==> src/rtl/spim_pkg.sv <==
package spim_pkg;

  localparam logic [7:0] A_CTRL = 8'h00;
  localparam logic [7:0] A_ISR  = 8'h04;
  localparam logic [7:0] A_IER  = 8'h08;
  localparam logic [7:0] A_IDR  = 8'h0C;
  localparam logic [7:0] A_IMR  = 8'h10;
  localparam logic [7:0] A_ENR  = 8'h14;
  localparam logic [7:0] A_TX4  = 8'h1C;
  localparam logic [7:0] A_RXD  = 8'h20;
  localparam logic [7:0] A_TX1  = 8'h80;
  localparam logic [7:0] A_TX2  = 8'h84;
  localparam logic [7:0] A_TX3  = 8'h88;

  localparam logic [31:0] CTRL_MASK  = 32'h8000_C43F;
  localparam logic [31:0] CTRL_RESET = 32'h0000_0400;

  // number of valid bytes implied by a transmit address, 0 if not a transmit port
  function automatic logic [2:0] port_bytes(input logic [7:0] a);
    case (a)
      A_TX1:   return 3'd1;
      A_TX2:   return 3'd2;
      A_TX3:   return 3'd3;
      A_TX4:   return 3'd4;
      default: return 3'd0;
    endcase
  endfunction

  // reorders lanes so that lane 0 sits in the top byte of the shift register
  function automatic logic [31:0] lane_order(input logic [31:0] w);
    return {w[7:0], w[15:8], w[23:16], w[31:24]};
  endfunction

  function automatic logic [5:0] bits_of(input logic [1:0] nb_m1);
    return {1'b0, nb_m1, 3'b000} + 6'd8;
  endfunction

  // reference cycles per half period of the serial clock
  function automatic logic [7:0] half_period(input logic [2:0] div);
    return 8'd1 << div;
  endfunction

endpackage

==> src/rtl/spim_fifo.sv <==
module spim_fifo #(
  parameter int W     = 34,
  parameter int DEPTH = 63
) (
  input  logic         clk,
  input  logic         rst_n,
  input  logic         push,
  input  logic [W-1:0] pdata,
  input  logic         pop,
  output logic [W-1:0] head,
  output logic         empty,
  output logic         full
);
  localparam int AW = (DEPTH > 1) ? $clog2(DEPTH) : 1;
  localparam int CW = $clog2(DEPTH + 1);

  logic [W-1:0]  mem [DEPTH];
  logic [AW-1:0] wp, rp;
  logic [CW-1:0] cnt;

  wire do_push = push && !full;
  wire do_pop  = pop && !empty;

  function automatic logic [AW-1:0] nxt(input logic [AW-1:0] p);
    return (p == AW'(DEPTH - 1)) ? '0 : p + AW'(1);
  endfunction

  assign empty = (cnt == '0);
  assign full  = (cnt == CW'(DEPTH));
  assign head  = mem[rp];

  always_ff @(posedge clk) begin
    if (do_push) mem[wp] <= pdata;
  end

  always_ff @(posedge clk or negedge rst_n) begin
    if (!rst_n) begin
      wp  <= '0;
      rp  <= '0;
      cnt <= '0;
    end else begin
      if (do_push) wp <= nxt(wp);
      if (do_pop)  rp <= nxt(rp);
      if (do_push && !do_pop)      cnt <= cnt + CW'(1);
      else if (do_pop && !do_push) cnt <= cnt - CW'(1);
    end
  end
endmodule

==> src/rtl/spim_shifter.sv <==
module spim_shifter import spim_pkg::*; (
  input  logic        clk,
  input  logic        rst_n,
  input  logic        en,
  input  logic        cpol,
  input  logic        cpha,
  input  logic [2:0]  div,
  input  logic        ent_valid,
  input  logic [31:0] ent_data,
  input  logic [1:0]  ent_nbm1,
  output logic        ent_pop,
  input  logic        miso,
  output logic        sclk,
  output logic        mosi,
  output logic        busy,
  output logic        rx_push,
  output logic [31:0] rx_word
);
  logic [7:0]  hcnt;
  logic [31:0] sr, rxw;
  logic [7:0]  rxb;
  logic [5:0]  bcnt, nbits;
  logic        sclk_r, mosi_r;

  wire [31:0] ld_sr = lane_order(ent_data);
  wire        tick  = busy && (hcnt == half_period(div) - 8'd1);
  wire        lead  = (sclk_r == cpol);
  wire        samp  = tick && (lead ^ cpha);
  wire        trail = tick && !lead;
  wire [7:0]  rxb_nx = samp ? {rxb[6:0], miso} : rxb;
  wire        last  = trail && (bcnt == nbits - 6'd1);

  assign ent_pop = !busy && en && ent_valid;
  assign sclk    = busy ? sclk_r : cpol;
  assign mosi    = mosi_r;
  assign rx_push = last;
  assign rx_word = {rxb_nx, rxw[31:8]};

  always_ff @(posedge clk or negedge rst_n) begin
    if (!rst_n) begin
      busy   <= 1'b0;
      sclk_r <= 1'b0;
      mosi_r <= 1'b0;
      hcnt   <= '0;
      sr     <= '0;
      rxw    <= '0;
      rxb    <= '0;
      bcnt   <= '0;
      nbits  <= '0;
    end else if (!en) begin
      busy   <= 1'b0;
      sclk_r <= cpol;
      hcnt   <= '0;
    end else if (ent_pop) begin
      busy   <= 1'b1;
      sr     <= ld_sr;
      nbits  <= bits_of(ent_nbm1);
      bcnt   <= '0;
      hcnt   <= '0;
      rxw    <= '0;
      rxb    <= '0;
      sclk_r <= cpol;
      if (!cpha) mosi_r <= ld_sr[31];
    end else if (busy) begin
      hcnt <= tick ? 8'd0 : hcnt + 8'd1;
      rxb  <= rxb_nx;
      if (tick) begin
        sclk_r <= ~sclk_r;
        if (lead && cpha) begin
          mosi_r <= sr[31];
          sr     <= sr << 1;
        end
        if (!lead) begin
          if (!cpha) begin
            mosi_r <= sr[30];
            sr     <= sr << 1;
          end
          bcnt <= bcnt + 6'd1;
          if (bcnt[2:0] == 3'd7) rxw <= {rxb_nx, rxw[31:8]};
          if (last) busy <= 1'b0;
        end
      end
    end
  end
endmodule

==> src/rtl/spi_flash_master.sv <==
module spi_flash_master import spim_pkg::*; #(
  parameter int FIFO_DEPTH = 63
) (
  input  logic        clk,
  input  logic        rst_n,
  input  logic        bus_wr,
  input  logic        bus_rd,
  input  logic [7:0]  bus_addr,
  input  logic [31:0] bus_wdata,
  output logic [31:0] bus_rdata,
  output logic        sclk,
  output logic        mosi,
  input  logic        miso,
  output logic        cs_n,
  output logic        irq
);
  localparam int TXW = 34;

  logic [31:0] ctrl_q;
  logic        en_q;
  logic [6:0]  imr_q;
  logic        sts_txovf, sts_rxovf;

  // named events for the checker
  logic [2:0] tx_nb;
  logic       tx_wr_evt, rx_rd_evt;
  logic       tx_empty, tx_full, rx_empty, rx_full;
  logic       eng_busy, ent_pop, rx_push;
  logic [TXW-1:0] tx_head;
  logic [31:0] rx_head, rx_word;
  logic [6:0]  isr_view;

  assign tx_nb     = port_bytes(bus_addr);
  assign tx_wr_evt = bus_wr && (tx_nb != 3'd0);
  assign rx_rd_evt = bus_rd && (bus_addr == A_RXD);

  wire wr_ctrl = bus_wr && (bus_addr == A_CTRL);
  wire wr_isr  = bus_wr && (bus_addr == A_ISR);
  wire wr_ier  = bus_wr && (bus_addr == A_IER);
  wire wr_idr  = bus_wr && (bus_addr == A_IDR);
  wire wr_enr  = bus_wr && (bus_addr == A_ENR);

  spim_fifo #(.W(TXW), .DEPTH(FIFO_DEPTH)) u_txq (
    .clk(clk), .rst_n(rst_n),
    .push(tx_wr_evt), .pdata({2'(tx_nb - 3'd1), bus_wdata}),
    .pop(ent_pop), .head(tx_head), .empty(tx_empty), .full(tx_full)
  );

  spim_fifo #(.W(32), .DEPTH(FIFO_DEPTH)) u_rxq (
    .clk(clk), .rst_n(rst_n),
    .push(rx_push), .pdata(rx_word),
    .pop(rx_rd_evt), .head(rx_head), .empty(rx_empty), .full(rx_full)
  );

  spim_shifter u_eng (
    .clk(clk), .rst_n(rst_n), .en(en_q),
    .cpol(ctrl_q[1]), .cpha(ctrl_q[2]), .div(ctrl_q[5:3]),
    .ent_valid(!tx_empty), .ent_data(tx_head[31:0]), .ent_nbm1(tx_head[33:32]),
    .ent_pop(ent_pop), .miso(miso), .sclk(sclk), .mosi(mosi),
    .busy(eng_busy), .rx_push(rx_push), .rx_word(rx_word)
  );

  always_ff @(posedge clk or negedge rst_n) begin
    if (!rst_n) begin
      ctrl_q    <= CTRL_RESET;
      en_q      <= 1'b0;
      imr_q     <= '0;
      sts_txovf <= 1'b0;
      sts_rxovf <= 1'b0;
    end else begin
      if (wr_ctrl) ctrl_q <= bus_wdata & CTRL_MASK;
      if (wr_enr)  en_q   <= bus_wdata[0];
      if (wr_ier)      imr_q <= imr_q | bus_wdata[6:0];
      else if (wr_idr) imr_q <= imr_q & ~bus_wdata[6:0];
      if (tx_wr_evt && tx_full)     sts_txovf <= 1'b1;
      else if (wr_isr && bus_wdata[0]) sts_txovf <= 1'b0;
      if (rx_push && rx_full)       sts_rxovf <= 1'b1;
      else if (wr_isr && bus_wdata[6]) sts_rxovf <= 1'b0;
    end
  end

  assign isr_view = {sts_rxovf, rx_full, !rx_empty, tx_full, !tx_full, 1'b0, sts_txovf};
  assign irq      = |(isr_view & imr_q);

  wire cs_act = en_q && (eng_busy || !tx_empty);
  assign cs_n = ctrl_q[14] ? ctrl_q[10] : !cs_act;

  always_comb begin
    bus_rdata = '0;
    if (bus_rd) begin
      case (bus_addr)
        A_CTRL:  bus_rdata = ctrl_q;
        A_ISR:   bus_rdata = {25'd0, isr_view};
        A_IMR:   bus_rdata = {25'd0, imr_q};
        A_ENR:   bus_rdata = {31'd0, en_q};
        A_RXD:   bus_rdata = rx_empty ? 32'd0 : rx_head;
        default: bus_rdata = '0;
      endcase
    end
  end
endmodule

==> config.mk <==
export PLATFORM = sky130hd
export DESIGN_NAME = spi_flash_master
export DESIGN_NICKNAME = d
export VERILOG_FILES = /design/src/rtl/spim_pkg.sv /design/src/rtl/spim_fifo.sv /design/src/rtl/spim_shifter.sv /design/src/rtl/spi_flash_master.sv
export SDC_FILE = /design/constraint.sdc
export NUM_CORES = 2
export LEC_CHECK = 0
export BUFFER_PORTS_ARGS = -buffer_cell sky130_fd_sc_hd__buf_4
export CORE_MARGIN = 2
export CORE_UTILIZATION = 50
export DETAILED_ROUTE_END_ITERATION = 7
export GPL_TIMING_DRIVEN = 1
export PLACE_DENSITY = 0.64
export SLEW_MARGIN = 20
export SYNTH_ARGS = -nofsm -noshare
export SYNTH_HDL_FRONTEND = slang
export SYNTH_MEMORY_MAX_BITS = 65536
export SYNTH_SLANG_ARGS = --single-unit
==> constraint.sdc <==
create_clock -name clk -period 4.9 [get_ports clk]
set_input_delay 0.49 -clock clk [delete_from_list [all_inputs] [get_ports clk]]
set_output_delay 0.49 -clock clk [all_outputs]
set_load 0.02 [all_outputs]
==> flow_summary_export.csv <==
group,metric,value,unit
outcome,status,"finished, final reports clean",
global_route,grt_max_degree,74,
power_and_ir_drop,pwr-share-clk,39.3,%
cts,clock-sinks,4298,
yosys,synth-seq-area-share,76.83,%
power_and_ir_drop,p_leak,54.83,nW
route,ant_nets,0,
worst_setup_path,crit_path_end,"bus_rdata[3]",
global_route,grt-ovfl-total,0,
route,drcViolationCount,0,
worst_setup_path,r2r_slack,0.68,ns
flow_run,maxCapViolations,0,
power_and_ir_drop,pwr-share-seq,49.4,%
final_layout,nets,8388,
sta,hold_ws,0.07069,ns
sta,fin_crit,4.821,ns
worst_hold_path,worstHoldPathType,"primary input to flop",
power_and_ir_drop,p_comb_share,11.3,%
sta,maxSlewViolCount,0,
sta,rsz0062_at_grt,"no",
cts,clk_pin_slew,0.06,ns
yosys,syn-num-nets,7887,
floorplanning,row_count,212,
floorplanning,fp.dieArea,338800,um^2
worst_setup_path,reg2reg_from,"ctrl_q[5]",
route,drt_pass1_iterations,6,
sta,max_freq,207.4,MHz
placement,io_buffers,80,
yosys,ys_warn_count,0,
yosys,async_reset_ff_share,3.257,%
yosys,avgSynthCellArea,21.38,um^2
floorplanning,die_x,582.1,um
sta,relSlewSlack,22.81,%
sta,finalClockSkew,0.05476,ns
floorplanning,die_height,582.1,um
final_layout,layout_commonest_cell,"edfxtp_1",
global_route,grt_pass1_vias,84460,
power_and_ir_drop,p_int,0.06287,W
worst_setup_path,critPathLaunchType,"flop",
final_layout,layout_common_cells,"edfxtp_1 (4,158), mux4_2 (1,010), clkbuf_16 (432), buf_4 (403), mux2i_1 (340)",
floorplanning,core_area,332900,um^2
worst_setup_path,crit_path_max_fanout,32,
final_layout,drive_gt1_share,28.03,%
cts,worst_skew_pair.late_latency,0.97,ns
power_and_ir_drop,power_density,430.5,nW/um^2
worst_setup_path,crit_path_end_kind,"primary output",
power_and_ir_drop,p_sw_share,23.39,%
power_and_ir_drop,irDropWorstVdd,0.3325,mV
route,avgRoutedWirePerCell,35.11,um
cts,cts_made_buffers,428,
placement,finalWeightedCongestion,0.8555,
cts,htree_levels,5,
worst_setup_path,reg2reg_depth,15,
yosys,syn-cell-area,167100,um^2
yosys,ys.flop_type,"edfxtp_1",
power_and_ir_drop,p_switching,0.01919,W
cts,cts_root_buffer,"clkbuf_16",
final_layout,fin_util,57.25,%
worst_setup_path,r2r-end,"u_rxq.cnt[5]",
worst_setup_path,startpoint,"u_rxq.rp[0]",
final_layout,fill_cells,24010,
yosys,synth_seq_cells,4298,
route,vias,84630,
placement,dp_hpwl,261.6,mm
cts,cts_buffer_depth,4,
route,vias_per_cell,6.475,
worst_setup_path,required,4.41,ns
yosys,synth_enable_flop_cells,4158,
sta,setup_viol,0,
floorplanning,io_pins,81,
global_route,grt_first_pass_wirelength,645.3,mm
global_route,track_usage,26.96,%
yosys,yosysUniqueCellTypes,82,
final_layout,area_growth,14.07,%
cts,cts_tree,"done",
worst_setup_path,setup.worst_path.class,"flop to primary output",
global_route,antenna_found_initial,23,
sta,hold_viol,0,
route,finalWirelength,458.9,mm
yosys,syn-instance-count,7815,
sta,period_share,98.38,%
worst_setup_path,cp.arrival,4.33,ns
sta,tightestPinTransition,1.154,ns
route,drt_iter0_markers,10950,
floorplanning,start_util,50.19,%
==> state kept, by name, summed over array words and instances, names as in the netlist, named ones only <==
signal        cells
sts_rxovf         1
u_rxq.rp          6
u_eng.bcnt        6
u_rxq.mem      2016
u_eng.rxb         8
u_eng.nbits       3
u_txq.rp          6
u_rxq.cnt         6
u_eng.sclk_r      1
u_rxq.wp          6
u_txq.cnt         6
u_eng.hcnt        8
u_eng.sr         32
u_eng.mosi        1
sts_txovf         1
u_eng.rxw        24
ctrl_q           10
u_txq.mem      2142
u_eng.busy        1
en_q              1
u_txq.wp          6
==> power groups by stage <==
stage	Sequential, W	Combinational, W	Clock, W
after detailed placement	0.0413	0.00932	0
final	0.0405	0.00928	0.0322
after global routing	0.0405	0.00979	0.0340
after global placement	0.0413	0.00923	0
after CTS	0.0405	0.00936	0.0326
after floorplan	0.0410	0.00653	0
==> layer usage <==
metal	vias to the layer above	global-route usage, %	part of all wire [%]
met3	913	4.124	8.1
met4	8	11.94	5.1
met5	-	0	0.010
met2	4491	44.24	49
li1	33870	-	-
met1	45350	36.10	38
==> synthesized netlist by cell type, drive strengths merged, types with 13 or more instances <==
cell type / n / area, um^2
and3: 19 / 118.9
a22o: 31 / 271.5
a221oi: 18 / 157.7
o31ai: 16 / 120.1
a31oi: 15 / 93.84
a211o: 13 / 113.9
clkbuf: 191 / 718.2
xnor2: 15 / 131.4
ha: 25 / 312.8
nor2: 220 / 825.8
a21oi: 105 / 525.5
edfxtp: 4158 / 124900
mux4: 1010 / 22750
o22ai: 70 / 437.9
nand2: 270 / 1013
nor3: 40 / 200.2
nand3: 58 / 290.3
or4: 16 / 123.9
o21ai: 197 / 985.9
nand4: 24 / 150.1
mux2i: 345 / 3453
nand2b: 21 / 131.4
a211oi: 84 / 635.6
o211ai: 13 / 97.59
a22oi: 39 / 292.8
a32o: 31 / 310.3
mux2: 82 / 923.4
inv: 31 / 116.4
or3: 14 / 87.58
o221ai: 16 / 146.4
nor2b: 66 / 412.9
buf: 248 / 1292
dfrtp: 139 / 3478
==> worst min path at each step <==
stage | slack, ns | cells past startpoint | start | end
finish | 0.07 | 1 | bus_wdata[30] | u_txq.mem[15][30]
CTS | 0.03 | 1 | bus_wdata[30] | u_txq.mem[29][30]
detailed placement | 0.50 | 1 | u_eng.rxb[7] | u_eng.rxb[7]
global placement | 0.48 | 1 | u_eng.rxb[7] | u_eng.rxb[7]
floorplan | 0.19 | 0 | rst_n | async pin
global route | 0.08 | 1 | bus_wdata[30] | u_txq.mem[14][30]
==> cell type report <==
cell class,count,area (um^2),area share [%]
multi-input cells,3045,37620,19.74
flip-flops and latches,4298,128500,67.41
repair buffers,510,5089,2.670
diodes,10,25.02,0.01313
inverters,33,138.9,0.07287
clock buffers,524,11310,5.932
clock inverters,262,2437,1.279
well taps,4387,5489,2.880
==> critical path, cell delays in order (launching register included) <==
cell and delay (ns):
dfrtp_4 0.65, buf_12 0.28, buf_12 0.29, mux4_2 0.54, mux4_2 0.51, mux2i_2 0.42
o311ai_0 0.21, buf_4 0.23, buf_4 0.16
==> per-stage QoR <==
stage | setup TNS, ns | area (um^2) | std cells | setup slack (ns) | power, W
finish | 0 | 190600 | 13070 | 0.07934 | 0.08206
global route | 0 | 190600 | 13060 | 0.002272 | 0.08430
CTS | 0 | 190500 | 13060 | 0.003732 | 0.08252
detailed placement | 0 | 176600 | 12270 | 0.6445 | 0.05062
global placement | 0 | 176600 | 12260 | 0.6065 | 0.05052
floorplan | -119.83 | 167400 | 7815 | -0.1232 | 0.04757
==> cells by family after synthesis <==
family	synth area share [%]
simple gates	2.288
xor+xnor	0.1206
flops	76.83
compound gates	3.037
fa+ha+maj	0.2112
mux	16.23
buf+inv	1.278
==> what timing repair did <==
item,4_1_cts,5_1_grt
hold buffers,6,0
endpoints found under the hold margin,77,0
gates resized for setup,8,0
buffers inserted,2,0
setup endpoints to repair,15,0
Power figures use the tool's default switching activity.
